`src/rtl/ppw_pkg.sv`:
```
package ppw_pkg;

    typedef enum logic [1:0] {
        CS_NONE = 2'd0,
        CS_LOCK = 2'd1,
        CS_PWD  = 2'd2
    } cset_e;

    typedef enum logic [2:0] {
        OP_IDLE,
        OP_PROG,
        OP_EXIT,
        OP_UCNT,
        OP_UWORD,
        OP_UGO
    } op_e;

    localparam logic [10:0] A_FIRST   = 11'h555;
    localparam logic [10:0] A_SECOND  = 11'h2AA;

    localparam logic [7:0] C_KEY1     = 8'hAA;
    localparam logic [7:0] C_KEY2     = 8'h55;
    localparam logic [7:0] C_ENT_LOCK = 8'h40;
    localparam logic [7:0] C_ENT_PWD  = 8'h60;
    localparam logic [7:0] C_PROG     = 8'hA0;
    localparam logic [7:0] C_EXIT1    = 8'h90;
    localparam logic [7:0] C_EXIT2    = 8'h00;
    localparam logic [7:0] C_UL_START = 8'h25;
    localparam logic [7:0] C_UL_GO    = 8'h29;

endpackage

```
`src/rtl/ppw_entry.sv`:
```
module ppw_entry
    import ppw_pkg::*;
#(
    parameter int ADDR_W = 11
) (
    input  logic              clk,
    input  logic              rst_n,
    input  logic              wr_en,
    input  logic [ADDR_W-1:0] addr,
    input  logic [7:0]        cmd,
    input  logic              leave,
    output cset_e             cset
);

    typedef struct packed {
        cset_e      cset;
        logic [1:0] step;
    } ent_t;

    ent_t q, d;

    logic at_first, at_second;
    assign at_first  = (addr == ADDR_W'(A_FIRST));
    assign at_second = (addr == ADDR_W'(A_SECOND));

    always_comb begin
        d = q;
        if (leave) begin
            d.cset = CS_NONE;
            d.step = 2'd0;
        end else if (wr_en && q.cset == CS_NONE) begin
            case (q.step)
                2'd0: d.step = (at_first && cmd == C_KEY1) ? 2'd1 : 2'd0;
                2'd1: begin
                    if (at_second && cmd == C_KEY2)
                        d.step = 2'd2;
                    else if (at_first && cmd == C_KEY1)
                        d.step = 2'd1;
                    else
                        d.step = 2'd0;
                end
                default: begin
                    d.step = 2'd0;
                    if (at_first && cmd == C_ENT_LOCK)
                        d.cset = CS_LOCK;
                    else if (at_first && cmd == C_ENT_PWD)
                        d.cset = CS_PWD;
                    else if (at_first && cmd == C_KEY1)
                        d.step = 2'd1;
                end
            endcase
        end
    end

    always_ff @(posedge clk) begin
        if (!rst_n) begin
            q.cset <= CS_NONE;
            q.step <= 2'd0;
        end else begin
            q <= d;
        end
    end

    assign cset = q.cset;

    assert_leave_closes_R2: assert property (@(posedge clk) disable iff (!rst_n)
        leave |=> (cset == CS_NONE));

    assert_set_held_R1: assert property (@(posedge clk) disable iff (!rst_n)
        (cset != CS_NONE && !leave) |=> $stable(cset));

endmodule

```
`src/rtl/ppw_lockreg.sv`:
```
module ppw_lockreg (
    input  logic       clk,
    input  logic       rst_n,
    input  logic       prog_en,
    input  logic [1:0] prog_bits,
    output logic       pers_n,
    output logic       pwd_n
);

    typedef struct packed {
        logic pers_n;
        logic pwd_n;
    } lr_t;

    lr_t q, d;
    lr_t cand;

    always_comb begin
        d = q;
        cand.pers_n = q.pers_n & prog_bits[0];
        cand.pwd_n  = q.pwd_n  & prog_bits[1];
        if (prog_en && (cand.pers_n || cand.pwd_n))
            d = cand;
    end

    always_ff @(posedge clk) begin
        if (!rst_n) begin
            q.pers_n <= 1'b1;
            q.pwd_n  <= 1'b1;
        end else begin
            q <= d;
        end
    end

    assign pers_n = q.pers_n;
    assign pwd_n  = q.pwd_n;

    assert_modes_exclusive_R6: assert property (@(posedge clk) disable iff (!rst_n)
        (q.pers_n || q.pwd_n));

    assert_lock_sticky_R5: assert property (@(posedge clk) disable iff (!rst_n)
        (!q.pwd_n || !q.pers_n) |=> ($past(q.pwd_n) || !q.pwd_n) && ($past(q.pers_n) || !q.pers_n));

    assert_idle_holds_R5: assert property (@(posedge clk) disable iff (!rst_n)
        !prog_en |=> $stable(q));

endmodule

```
`src/rtl/ppw_pwd_store.sv`:
```
module ppw_pwd_store #(
    parameter int DATA_W = 16,
    parameter int WORDS  = 4,
    localparam int IDX_W = (WORDS > 1) ? $clog2(WORDS) : 1
) (
    input  logic              clk,
    input  logic              rst_n,
    input  logic              we,
    input  logic [IDX_W-1:0]  idx,
    input  logic [DATA_W-1:0] wdata,
    output logic [DATA_W-1:0] word
);

    logic [WORDS-1:0][DATA_W-1:0] words_q, words_d;

    for (genvar g = 0; g < WORDS; g++) begin : g_word
        always_comb begin
            words_d[g] = words_q[g];
            if (we && idx == IDX_W'(g))
                words_d[g] = wdata;
        end
    end

    always_ff @(posedge clk) begin
        if (!rst_n)
            words_q <= '1;
        else
            words_q <= words_d;
    end

    assign word = words_q[idx];

    assert_words_hold_R3: assert property (@(posedge clk) disable iff (!rst_n)
        !we |=> $stable(words_q));

endmodule

```
`src/rtl/ppw_ctrl.sv`:
```
module ppw_ctrl
    import ppw_pkg::*;
#(
    parameter int ADDR_W    = 11,
    parameter int DATA_W    = 16,
    parameter int PWD_WORDS = 4
) (
    input  logic              clk,
    input  logic              rst_n,
    input  logic              wr_en,
    input  logic              rd_en,
    input  logic [ADDR_W-1:0] addr,
    input  logic [DATA_W-1:0] wdata,
    output logic [DATA_W-1:0] rdata,
    output logic [1:0]        cmd_set,
    output logic              pers_mode_locked,
    output logic              pwd_mode_locked,
    output logic              ppb_locked,
    output logic              unlock_fail
);

    localparam int IDX_W = (PWD_WORDS > 1) ? $clog2(PWD_WORDS) : 1;
    localparam logic [IDX_W-1:0] LAST_IDX = IDX_W'(PWD_WORDS - 1);
    localparam logic [7:0] C_UL_CNT = 8'(PWD_WORDS - 1);

    typedef struct packed {
        op_e              op;
        logic [IDX_W-1:0] widx;
        logic             match;
        logic             ppb;
        logic             fail;
        logic [DATA_W-1:0] rdata;
    } top_t;

    top_t q, d;

    cset_e             cset;
    logic              leave;
    logic              lr_prog;
    logic              pers_n, pwd_n;
    logic              pw_we;
    logic [DATA_W-1:0] pw_word;
    logic [7:0]        cmd;
    logic              at_zero, word_ofs_ok, in_set;
    op_e               fresh;

    assign cmd         = wdata[7:0];
    assign at_zero     = (addr == '0);
    assign word_ofs_ok = (addr[ADDR_W-1:IDX_W] == '0);
    assign in_set      = (cset != CS_NONE);

    ppw_entry #(.ADDR_W(ADDR_W)) u_entry (
        .clk   (clk),
        .rst_n (rst_n),
        .wr_en (wr_en),
        .addr  (addr),
        .cmd   (cmd),
        .leave (leave),
        .cset  (cset)
    );

    ppw_lockreg u_lockreg (
        .clk       (clk),
        .rst_n     (rst_n),
        .prog_en   (lr_prog),
        .prog_bits (wdata[2:1]),
        .pers_n    (pers_n),
        .pwd_n     (pwd_n)
    );

    ppw_pwd_store #(.DATA_W(DATA_W), .WORDS(PWD_WORDS)) u_store (
        .clk   (clk),
        .rst_n (rst_n),
        .we    (pw_we),
        .idx   (addr[IDX_W-1:0]),
        .wdata (wdata),
        .word  (pw_word)
    );

    always_comb begin
        fresh = OP_IDLE;
        if (cmd == C_PROG)
            fresh = OP_PROG;
        else if (cmd == C_EXIT1)
            fresh = OP_EXIT;
        else if (cset == CS_PWD && cmd == C_UL_START && at_zero)
            fresh = OP_UCNT;
    end

    always_comb begin
        d       = q;
        leave   = 1'b0;
        lr_prog = 1'b0;
        pw_we   = 1'b0;

        if (!in_set) begin
            d.op = OP_IDLE;
        end else if (wr_en) begin
            case (q.op)
                OP_PROG: begin
                    d.op = OP_IDLE;
                    if (cset == CS_LOCK && at_zero)
                        lr_prog = 1'b1;
                    if (cset == CS_PWD && word_ofs_ok && pwd_n)
                        pw_we = 1'b1;
                end
                OP_EXIT: begin
                    if (cmd == C_EXIT2) begin
                        leave = 1'b1;
                        d.op  = OP_IDLE;
                    end else begin
                        d.op = fresh;
                    end
                end
                OP_UCNT: begin
                    if (cmd == C_UL_CNT && at_zero) begin
                        d.op    = OP_UWORD;
                        d.widx  = '0;
                        d.match = 1'b1;
                    end else begin
                        d.op = fresh;
                    end
                end
                OP_UWORD: begin
                    if (word_ofs_ok && addr[IDX_W-1:0] == q.widx) begin
                        d.match = q.match && (wdata == pw_word);
                        if (q.widx == LAST_IDX)
                            d.op = OP_UGO;
                        else
                            d.widx = q.widx + 1'b1;
                    end else begin
                        d.op = fresh;
                    end
                end
                OP_UGO: begin
                    if (cmd == C_UL_GO && at_zero) begin
                        d.op = OP_IDLE;
                        if (q.match && !pwd_n) begin
                            d.ppb  = 1'b0;
                            d.fail = 1'b0;
                        end else begin
                            d.fail = 1'b1;
                        end
                    end else begin
                        d.op = fresh;
                    end
                end
                default: d.op = fresh;
            endcase
        end

        if (rd_en) begin
            case (cset)
                CS_LOCK: d.rdata = at_zero ? {{(DATA_W-3){1'b1}}, pwd_n, pers_n, 1'b1} : '0;
                CS_PWD:  d.rdata = word_ofs_ok ? (pwd_n ? pw_word : '1) : '0;
                default: d.rdata = '0;
            endcase
        end
    end

    always_ff @(posedge clk) begin
        if (!rst_n) begin
            q.op    <= OP_IDLE;
            q.widx  <= '0;
            q.match <= 1'b0;
            q.ppb   <= 1'b1;
            q.fail  <= 1'b0;
            q.rdata <= '0;
        end else begin
            q <= d;
        end
    end

    assign rdata            = q.rdata;
    assign cmd_set          = cset;
    assign pers_mode_locked = ~pers_n;
    assign pwd_mode_locked  = ~pwd_n;
    assign ppb_locked       = q.ppb;
    assign unlock_fail      = q.fail;

    assert_unlock_needs_pwd_mode_R8: assert property (@(posedge clk) disable iff (!rst_n)
        $fell(ppb_locked) |-> pwd_mode_locked);

    assert_fail_after_write_R9: assert property (@(posedge clk) disable iff (!rst_n)
        $rose(unlock_fail) |-> ($past(wr_en) && cmd_set == 2'd2));

    assert_locked_read_ones_R7: assert property (@(posedge clk) disable iff (!rst_n)
        (rd_en && cset == CS_PWD && word_ofs_ok && pwd_mode_locked) |=> (rdata == '1));

    assert_idle_read_zero_R2: assert property (@(posedge clk) disable iff (!rst_n)
        (rd_en && cset == CS_NONE) |=> (rdata == '0));

endmodule

```
`config.mk`:
```
export PLATFORM = sky130hd
export DESIGN_NAME = ppw_ctrl
export DESIGN_NICKNAME = d
export VERILOG_FILES = /design/src/rtl/ppw_pkg.sv /design/src/rtl/ppw_entry.sv /design/src/rtl/ppw_lockreg.sv /design/src/rtl/ppw_pwd_store.sv /design/src/rtl/ppw_ctrl.sv
export SDC_FILE = /design/constraint.sdc
export NUM_CORES = 1
export LEC_CHECK = 0
export BUFFER_PORTS_ARGS = -buffer_cell sky130_fd_sc_hd__buf_2
export CAP_MARGIN = 25
export CORE_UTILIZATION = 42
export DETAILED_ROUTE_END_ITERATION = 10
export RECOVER_POWER = 50
export SETUP_SLACK_MARGIN = 0.3
export SLEW_MARGIN = 20
export SYNTH_ARGS = -nofsm -noshare
export SYNTH_HDL_FRONTEND = slang
export SYNTH_SLANG_ARGS = --single-unit
```
`constraint.sdc`:
```
create_clock -name clk -period 3.1 [get_ports clk]
set_input_delay 0.62 -clock clk [delete_from_list [all_inputs] [get_ports clk]]
set_output_delay 0.62 -clock clk [all_outputs]
set_load 0.05 [all_outputs]
```
==> flow_summary.yaml, run 1 <==
outcome:
  outcome: "complete, no violations"
drt:
  via_per_inst: 5.408
  postRouteAntennaNets: 0
  wl_mm: 11.22
  remaining_drc_errors: 0
  drt-pass1-iter-count: 4
  drt_iter0_markers: 222
  wire_per_inst_um: 16.35
  vias: 3710
logic_synthesis:
  post-synth-top-area-cell: "dfxtp_1"
  ys_top_cells_by_count: "dfxtp_1 (94), nand2_1 (76), mux2i_1 (66), nor2_1 (41), clkbuf_1 (29)"
  yosys_register_bits: 94
  yosysSeqAreaShare_pct: 38.48
  netlist_instances: 526
  syn_nets: 561
  synthArstFlopShare_pct: 0
  ys_top_cells_by_area: "dfxtp_1 (38%), mux2i_1 (14%), mux4_2 (7.4%)"
  synth-edff-count: 0
  synth_warnings: 0
  synth_most_common_cell: "dfxtp_1"
  synth_area_um2: 4891
  synth-main-ff-cell: "dfxtp_1"
  avgSynthCellArea_um2: 9.298
  synth_top_area_share_pct: 38.48
  yosys.cell_types.count: 48
clock_tree:
  htreeDepth: 3
  clk_pin_slew_ps: 60
  cts_buffers: 9
  root_buffer: "clkbuf_16"
  tritoncts: "done"
  clock_latency_ps: 340
  cts_resized: 0
  cts_sinks: 94
  clockBufferDepth: 2
  postCtsSetupRepairBufs: 0
  hold_buffers: 0
sta:
  timing.fmax_ghz: 0.3677
  worst_slew_pin_slew_ps: 784.8
  finalHoldViolCount: 0
  fin_ws_ps: 380.4
  timing.final.crit_period_ps: 2720
  setup_viol: 0
  final.period_utilization_pct: 87.73
  rsz0062_at_grt: "no"
  final.setup.tns_ps: 0
  fin_skew_ps: 7.833
  drv_slew: 0
  fin_hold_ws_ps: 450.9
  timing.slew.headroom_pct: 47.68
pwr:
  ir_drop_mv: 0.2423
  p_leak_nw: 1.861
  power_density_nw_per_um2: 480.9
grt:
  use_met2_pct: 29.55
  met1_usage_pct: 28.52
  antenna_found_initial: 0
  grt_pass1_wl_mm: 18.00
  grt_use_met3_pct: 2.964
  grt_pass1_vias: 3471
  grt_max_degree: 68
  grt_overflow_total: 0
  grt.total_usage_pct: 19.74
  busiest_layer: "met2"
die:
  die_width_um: 109.9
  die_h_um: 109.9
  core_um2: 11370
  floorplan.initialDensity_pct: 43.02
  die-area_um2: 12080
  io-pin-count: 53
  std_cell_rows: 39
cells_and_area:
  utilization_pct: 47.17
  antenna_cells: 0
  nets: 573
  drive_gt1_share_pct: 14.92
  synthToLayoutAreaGrowth_pct: 9.644
place:
  gp_congestion: 0.8372
  post-dp-hpwl_mm: 7.841
  place_ws_ps: 329.7
  io_buffers: 52
setup_path:
  path_cells: "inv_1, ha_1, nand2b_2, or4b_1, nor3_4, buf_4, mux2i_1, nand2_1"
  cp-start-kind: "flip-flop"
  critPathArrivalTime_ps: 2920
  cp.required_ps: 3300
  crit_path_end_kind: "flip-flop"
  cp_max_fo: 16
  crit_type: "reg2reg"
  slowest_stage: "or4b_1"
  cpPeakStageDelay_ps: 700
run:
  maxCapViolations: 0
min_path:
  hold_path_class: "reg2reg"
## layout by cell type (no fill, tap or decap), drive strengths merged, types with 3 or more instances in the layout
cell type / count
inv: 14
a21oi: 20
and4: 4
o21ai: 5
nor3b: 5
buf: 37
ha: 4
nor3: 7
xnor2: 16
mux4: 16
nor4: 8
nand3: 10
o211ai: 14
nand2b: 21
nand4: 15
or4: 3
dfxtp: 94
nor2: 41
mux2i: 66
clkbuf: 36
nand2: 76
## worst max-delay path: cells and delay by family (launching register included)
kind	cells	cell delay, ps
flip-flops	1	380
buffers and inverters	2	420
adder cells (fa/ha/maj)	1	250
AND/OR/NAND/NOR	4	1270
multiplexers	1	270
## path summary, 6_finish.rpt
| path | start | endpoint | slack [ps] | cells after the start |
|---|---|---|---|---|
| worst max-delay path | u_entry.cset[1]$_SDFFE_PP0P_ | u_store.words_q[55]$_SDFFE_PN1P_ | 380 | 8 |
| worst min-delay path | u_entry.q[0]$_SDFFE_PP0P_ | u_entry.q[0]$_SDFFE_PP0P_ | 450 | 2 |
| worst max register to register | u_entry.cset[1]$_SDFFE_PP0P_ | u_store.words_q[55]$_SDFFE_PN1P_ | 380 | 8 |
| worst min register to register | u_entry.q[0]$_SDFFE_PP0P_ | u_entry.q[0]$_SDFFE_PP0P_ | 450 | 2 |
## final cells by class
type | count | area, um^2
clock inverters | 5 | 88.84
multi-input cells | 359 | 2613
repair buffers | 62 | 302.8
inverters | 12 | 45.04
clock buffers | 11 | 252.7
flip-flops and latches | 94 | 1882
well taps | 143 | 178.9
fillers | 1097 | 6007
## stage by stage
step / instances / area [um^2] / power (mW)
after floorplan: 526 / 4891 / 1.319
after global placement: 670 / 5057 / 1.367
after detailed placement: 670 / 5057 / 1.368
after CTS: 686 / 5399 / 2.606
after global routing: 686 / 5363 / 2.666
final: 686 / 5363 / 2.579
## power breakdown
| part | total (mW) | leakage, nW | internal [mW] | switching, mW |
|---|---|---|---|---|
| registers | 1.21 | 0.760 | 1.21 | 0.00000000619 |
| clock network | 1.24 | 0.168 | 0.761 | 0.479 |
| logic | 0.132 | 0.933 | 0.0446 | 0.0878 |
| total | 2.58 | 1.86 | 2.01 | 0.567 |
## state kept, by name, summed over array words and instances, names as in the netlist
register	flops
ppb_locked	1
q	6
rdata	16
u_entry.cset	2
u_entry.q	2
u_lockreg.pers_n	1
u_lockreg.pwd_n	1
u_store.words_q	64
unlock_fail	1
## cell families (layout without fill, tap and decap cells)
| kind of cell | count (synthesis) | count (layout) | synth area share (%) |
|---|---|---|---|
| flops | 94 | 94 | 38.48 |
| mux | 82 | 82 | 20.87 |
| simple gates | 199 | 199 | 20.90 |
| compound gates | 56 | 56 | 7.470 |
| xor+xnor | 18 | 18 | 3.223 |
| buf+inv | 73 | 90 | 8.033 |
| fa+ha+maj | 4 | 4 | 1.023 |
## metal layers
layer | up-vias | share of wire (%) | routed length (um)
met5 | - | 0 | 0
met4 | 0 | 1.2 | 131
met3 | 9 | 2.7 | 306
met2 | 69 | 45 | 5004
met1 | 1775 | 51 | 5775
li1 | 1857 | - | -
(Power assumes the default switching activity.)
==> run 2, diff against run 1 <==
Settings changed: CAP_MARGIN 25 to 30, CORE_UTILIZATION 42 to 59, PLACE_DENSITY set to 0.8.
==> run 2 against run 1 <==
Net effect:
- fmax decreased by 0.18%
- critical path depth unchanged
- die area decreased by 28%
- sequential cell count unchanged
- critical path type unchanged
==> flow_summary.yaml, run 2 (synthesized netlist as in run 1, its figures left out) <==
cells_and_area:
  drive_gt1_share_pct: 14.44
  top_register: "u_store.words_q"
  synthToLayoutAreaGrowth_pct: 5.730
  layout_common_cells: "dfxtp_1 (94), nand2_1 (76), mux2i_1 (66)"
  seq_area_um2: 1882
  antenna_cells: 0
  nets: 570
  nFillCells: 661
  reg.largest.list: "u_store.words_q (64), rdata (16), q (6)"
  finalInstanceArea_um2: 5171
  final_common_cell: "dfxtp_1"
  multiInputGateArea_um2: 2613
  utilization_pct: 65.56
  largest_reg_flops: 64
setup_path:
  critPathArrivalTime_ps: 2960
  cp_num_buf_inv: 2
  critPathTopFamily: "simple AND/OR/NAND/NOR gates"
  crit_type: "reg2reg"
  cp-start-kind: "flip-flop"
  cp_max_fo: 14
  crit_path_end_kind: "flip-flop"
  worstReg2RegStart: "u_entry.cset[0]$_SDFFE_PP0P_"
  slowest_stage: "or4b_1"
  r2r_setup_slack_ps: 380
  path_cells: "inv_1, ha_1, nand2b_2, or4b_1, nor3_4, buf_12, mux2i_1, nand2_1"
  reg2reg_depth: 8
  reg2reg_to: "u_store.words_q[55]$_SDFFE_PN1P_"
  cp.required_ps: 3330
  cpPeakStageDelay_ps: 710
clock_tree:
  hold_buffers: 0
  clk_pin_slew_ps: 90
  root_buffer: "clkbuf_8"
  htreeDepth: 3
  clock_latency_ps: 370
  tritoncts: "done"
  clockBufferDepth: 2
  cts_sinks: 94
  postCtsSetupRepairBufs: 0
  cts_resized: 0
  cts_buffers: 9
die:
  core_um2: 7888
  floorplan.initialDensity_pct: 62.01
  io-pin-count: 53
  std_cell_rows: 32
  die_width_um: 93.05
  die-area_um2: 8657
  die_h_um: 93.05
pwr:
  sw_frac_of_total_pct: 24.36
  combPwrFrac_pct: 6.0
  power_density_nw_per_um2: 421.8
  ir_drop_mv: 0.3500
  switchingPower_mw: 0.5313
  p_clk_share_pct: 38.7
  power_frac_seq_pct: 55.3
  internal_power_mw: 1.650
  p_leak_nw: 1.785
min_path:
  whs_endpoint: "u_entry.q[0]$_SDFFE_PP0P_"
  hold_depth: 2
  hold_path_class: "reg2reg"
  min_from: "u_entry.q[0]$_SDFFE_PP0P_"
drt:
  postRouteAntennaNets: 0
  via_per_inst: 5.941
  remaining_drc_errors: 0
  vias: 3814
  drt-pass1-iter-count: 5
  wire_per_inst_um: 16.91
  wl_mm: 10.86
  drt_iter0_markers: 288
grt:
  grt.total_usage_pct: 27.12
  antenna_found_initial: 0
  grt_overflow_total: 0
  grt_pass1_vias: 3531
  grt_max_degree: 72
  grt_pass1_wl_mm: 18.02
run:
  maxCapViolations: 0
sta:
  worst_slew_pin_slew_ps: 775.3
  fin_skew_ps: 13.44
  timing.slew.headroom_pct: 48.32
  finalHoldViolCount: 0
  final.setup.tns_ps: 0
  setup_viol: 0
  drv_slew: 0
  timing.final.crit_period_ps: 2725
  rsz0062_at_grt: "no"
  fin_ws_ps: 375.3
  fin_hold_ws_ps: 458.7
  timing.fmax_ghz: 0.3670
  final.period_utilization_pct: 87.89
place:
  placed_area_um2: 4996
  post-dp-hpwl_mm: 7.398
  gp_congestion: 0.9663
  place_ws_ps: 436.1
  io_buffers: 52
outcome:
  outcome: "complete, no violations"
[run 2: changes by cell type in the layout (fill, tap and decap cells not counted)]
cell	change
bufinv_16	-1
buf_4	-2
clkinv_2	+1
inv_6	+1
clkinvlp_4	+1
buf_12	+1
clkbuf_2	-2
clkbuf_8	+8
inv_8	-1
clkbuf_16	-9
[run 2: how the worst max path moves through the flow]
| stage | start | to | slack [ps] | cells past startpoint |
|---|---|---|---|---|
| after detailed placement | addr[0] | q[18]$_SDFFE_PN0P_ | 440 | 6 |
| after floorplan | u_entry.cset[0]$_SDFFE_PP0P_ | u_store.words_q[10]$_SDFFE_PN1P_ | 570 | 10 |
| final | u_entry.cset[0]$_SDFFE_PP0P_ | u_store.words_q[55]$_SDFFE_PN1P_ | 380 | 8 |
| after global routing | u_entry.cset[0]$_SDFFE_PP0P_ | u_store.words_q[51]$_SDFFE_PN1P_ | 190 | 8 |
| after CTS | u_entry.cset[1]$_SDFFE_PP0P_ | u_store.words_q[44]$_SDFFE_PN1P_ | 550 | 8 |
| after global placement | addr[0] | q[18]$_SDFFE_PN0P_ | 500 | 6 |
[run 2: metal layers]
metal | routed length, um | share of wire, % | vias up | track usage [%]
met5 | 0 | 0 | - | 0
met4 | 145 | 1.3 | 0 | 8.974
met3 | 653 | 6.0 | 11 | 4.553
met2 | 4999 | 46 | 134 | 42.16
met1 | 5060 | 47 | 1828 | 38.42
li1 | - | - | 1841 | -
[run 2: area by class of cell]
| cell class | instances | area share, % |
|---|---|---|
| Multi-Input combinational cell | 359 | 50.52 |
| Sequential cell | 94 | 36.39 |
| Timing Repair Buffer | 59 | 5.759 |
| Clock buffer | 10 | 2.662 |
| Tap cell | 102 | 2.468 |
| Clock inverter | 6 | 1.331 |
| Inverter | 12 | 0.8710 |
[run 2: stage by stage]
stage / instances / power (mW)
4_1_cts: 642 / 2.198
3_3_place_gp: 626 / 1.361
6_report: 642 / 2.181
5_1_grt: 642 / 2.256
2_1_floorplan: 526 / 1.319
3_5_place_dp: 626 / 1.364
[run 2: power by group through the flow]
stage | registers, mW | clock network, mW | logic, mW
6_report | 1.21 | 0.844 | 0.131
5_1_grt | 1.21 | 0.909 | 0.141
4_1_cts | 1.21 | 0.862 | 0.130
3_5_place_dp | 1.23 | 0 | 0.130
3_3_place_gp | 1.23 | 0 | 0.126
2_1_floorplan | 1.23 | 0 | 0.0844
[run 2: worst register-to-register path, stage by stage, from the launching register on]
cell and delay [ps]:
dfxtp_1 370, inv_1 100, ha_1 270, nand2b_2 280, or4b_1 710, nor3_4 360
buf_12 220, mux2i_1 220, nand2_1 70
==> run 3, diff against run 2 <==
==> constraint.sdc (replaced) <==
create_clock -name clk -period 3.1 [get_ports clk]
set_input_delay 0 -clock clk [delete_from_list [all_inputs] [get_ports clk]]
set_output_delay 0 -clock clk [all_outputs]
set_load 0.05 [all_outputs]
==> run 3 against run 2 <==
Net effect:
- via count increased by 0.42%
- worst setup slack improved by 65 ps
- wire length increased by 0.52%
- largest power group unchanged
==> flow_summary.yaml, run 3 (synthesized netlist as in run 1, its figures left out) <==
outcome:
  outcome: "complete, no violations"
setup_path:
  path_cells: "inv_1, ha_1, nand2b_1, or4b_1, nor3_1, buf_4, mux2i_1, nand2_1"
  cp.required_ps: 3340
  critPathArrivalTime_ps: 2900
  cp_max_fo: 9
  crit_path_end_kind: "flip-flop"
  crit_type: "reg2reg"
  slowest_stage: "or4b_1"
  cp-start-kind: "flip-flop"
  cpPeakStageDelay_ps: 680
place:
  io_buffers: 52
  gp_congestion: 0.9369
  placed_area_um2: 4991
  post-dp-hpwl_mm: 7.539
  place_ws_ps: 611.8
drt:
  wl_mm: 10.91
  wire_per_inst_um: 16.74
  drt_iter0_markers: 305
  drt-pass1-iter-count: 5
  via_per_inst: 5.874
  remaining_drc_errors: 0
  postRouteAntennaNets: 0
  vias: 3830
die:
  die_h_um: 93.05
  die_width_um: 93.05
  io-pin-count: 53
  std_cell_rows: 32
  floorplan.initialDensity_pct: 62.01
  die-area_um2: 8657
  core_um2: 7888
clock_tree:
  root_buffer: "clkbuf_8"
  cts_buffers: 9
  hold_buffers: 9
  clockBufferDepth: 2
  postCtsSetupRepairBufs: 0
  cts_resized: 0
  clk_pin_slew_ps: 100
  htreeDepth: 3
  cts_sinks: 94
  clock_latency_ps: 370
  tritoncts: "done"
grt:
  grt_pass1_wl_mm: 17.82
  grt.total_usage_pct: 26.69
  grt_overflow_total: 0
  antenna_found_initial: 0
  grt_pass1_vias: 3571
  grt_max_degree: 72
pwr:
  power_density_nw_per_um2: 467.5
  power_mw: 2.489
  p_leak_nw: 1.845
  ir_drop_mv: 0.3133
sta:
  fin_ws_ps: 439.8
  fin_skew_ps: 10.53
  setup_viol: 0
  final.setup.tns_ps: 0
  final.period_utilization_pct: 85.81
  fin_hold_ws_ps: 19.35
  timing.slew.headroom_pct: 51.47
  timing.final.crit_period_ps: 2660
  drv_slew: 0
  rsz0062_at_grt: "no"
  timing.fmax_ghz: 0.3759
  finalHoldViolCount: 0
  worst_slew_pin_slew_ps: 728.0
cells_and_area:
  reg.largest.list: "u_store.words_q (64), rdata (16), q (6)"
  nets: 580
  largest_reg_flops: 64
  top_register: "u_store.words_q"
  nFillCells: 652
  synthToLayoutAreaGrowth_pct: 8.851
  drive_gt1_share_pct: 14.00
  antenna_cells: 0
  layout_common_cells: "dfxtp_1 (94), nand2_1 (76), mux2i_1 (66)"
  finalInstanceArea_um2: 5324
  final_common_cell: "dfxtp_1"
  multiInputGateArea_um2: 2599
  seq_area_um2: 1882
min_path:
  hold_path_class: "in2reg"
run:
  maxCapViolations: 0
-- run 3: final timing paths --
kind | slack (ps) | depth (start not counted) | endpoint | start
hold reg to reg | 460 | 2 | unlock_fail$_SDFFE_PN0P_ | unlock_fail$_SDFFE_PN0P_
setup / recovery | 440 | 8 | u_store.words_q[21]$_SDFFE_PN1P_ | u_entry.cset[1]$_SDFFE_PP0P_
hold / removal | 20 | 3 | u_store.words_q[19]$_SDFFE_PN1P_ | wdata[3]
setup reg to reg | 440 | 8 | u_store.words_q[21]$_SDFFE_PN1P_ | u_entry.cset[1]$_SDFFE_PP0P_
-- run 3: area by class of cell --
type	instances	share of cell area, %
multi-input combinational	359	48.81
clock buffer	9	2.327
clock inverter	7	3.149
tap	102	2.397
inverter	12	0.8461
timing repair buffer	69	7.121
sequential	94	35.35
-- run 3: metal layers --
metal	vias up	track usage, %	part of all wire (%)
met5	-	0	0
met4	0	7.821	0.65
met3	8	5.447	7.4
met2	163	43.44	47
met1	1792	35.84	45
li1	1867	-	-
-- run 3: worst max-delay path, delay by kind of cell, from the launching register on --
family	cells	cell delay, ps
multiplexers	1	240
adder cells (fa/ha/maj)	1	230
AND/OR/NAND/NOR	4	1300
flip-flops	1	380
buffers and inverters	2	380
-- run 3: metrics by stage --
| step | util [%] | instances |
|---|---|---|
| CTS | 68.12 | 652 |
| global route | 67.50 | 652 |
| detailed placement | 63.28 | 627 |
| global placement | 63.28 | 627 |
| finish | 67.50 | 652 |
| floorplan | - | 526 |
-- run 3: power by group --
part	switching (mW)	internal (mW)	total, mW
registers	0.00000000964	1.21	1.21
clock network	0.440	0.703	1.14
logic	0.0892	0.0508	0.140
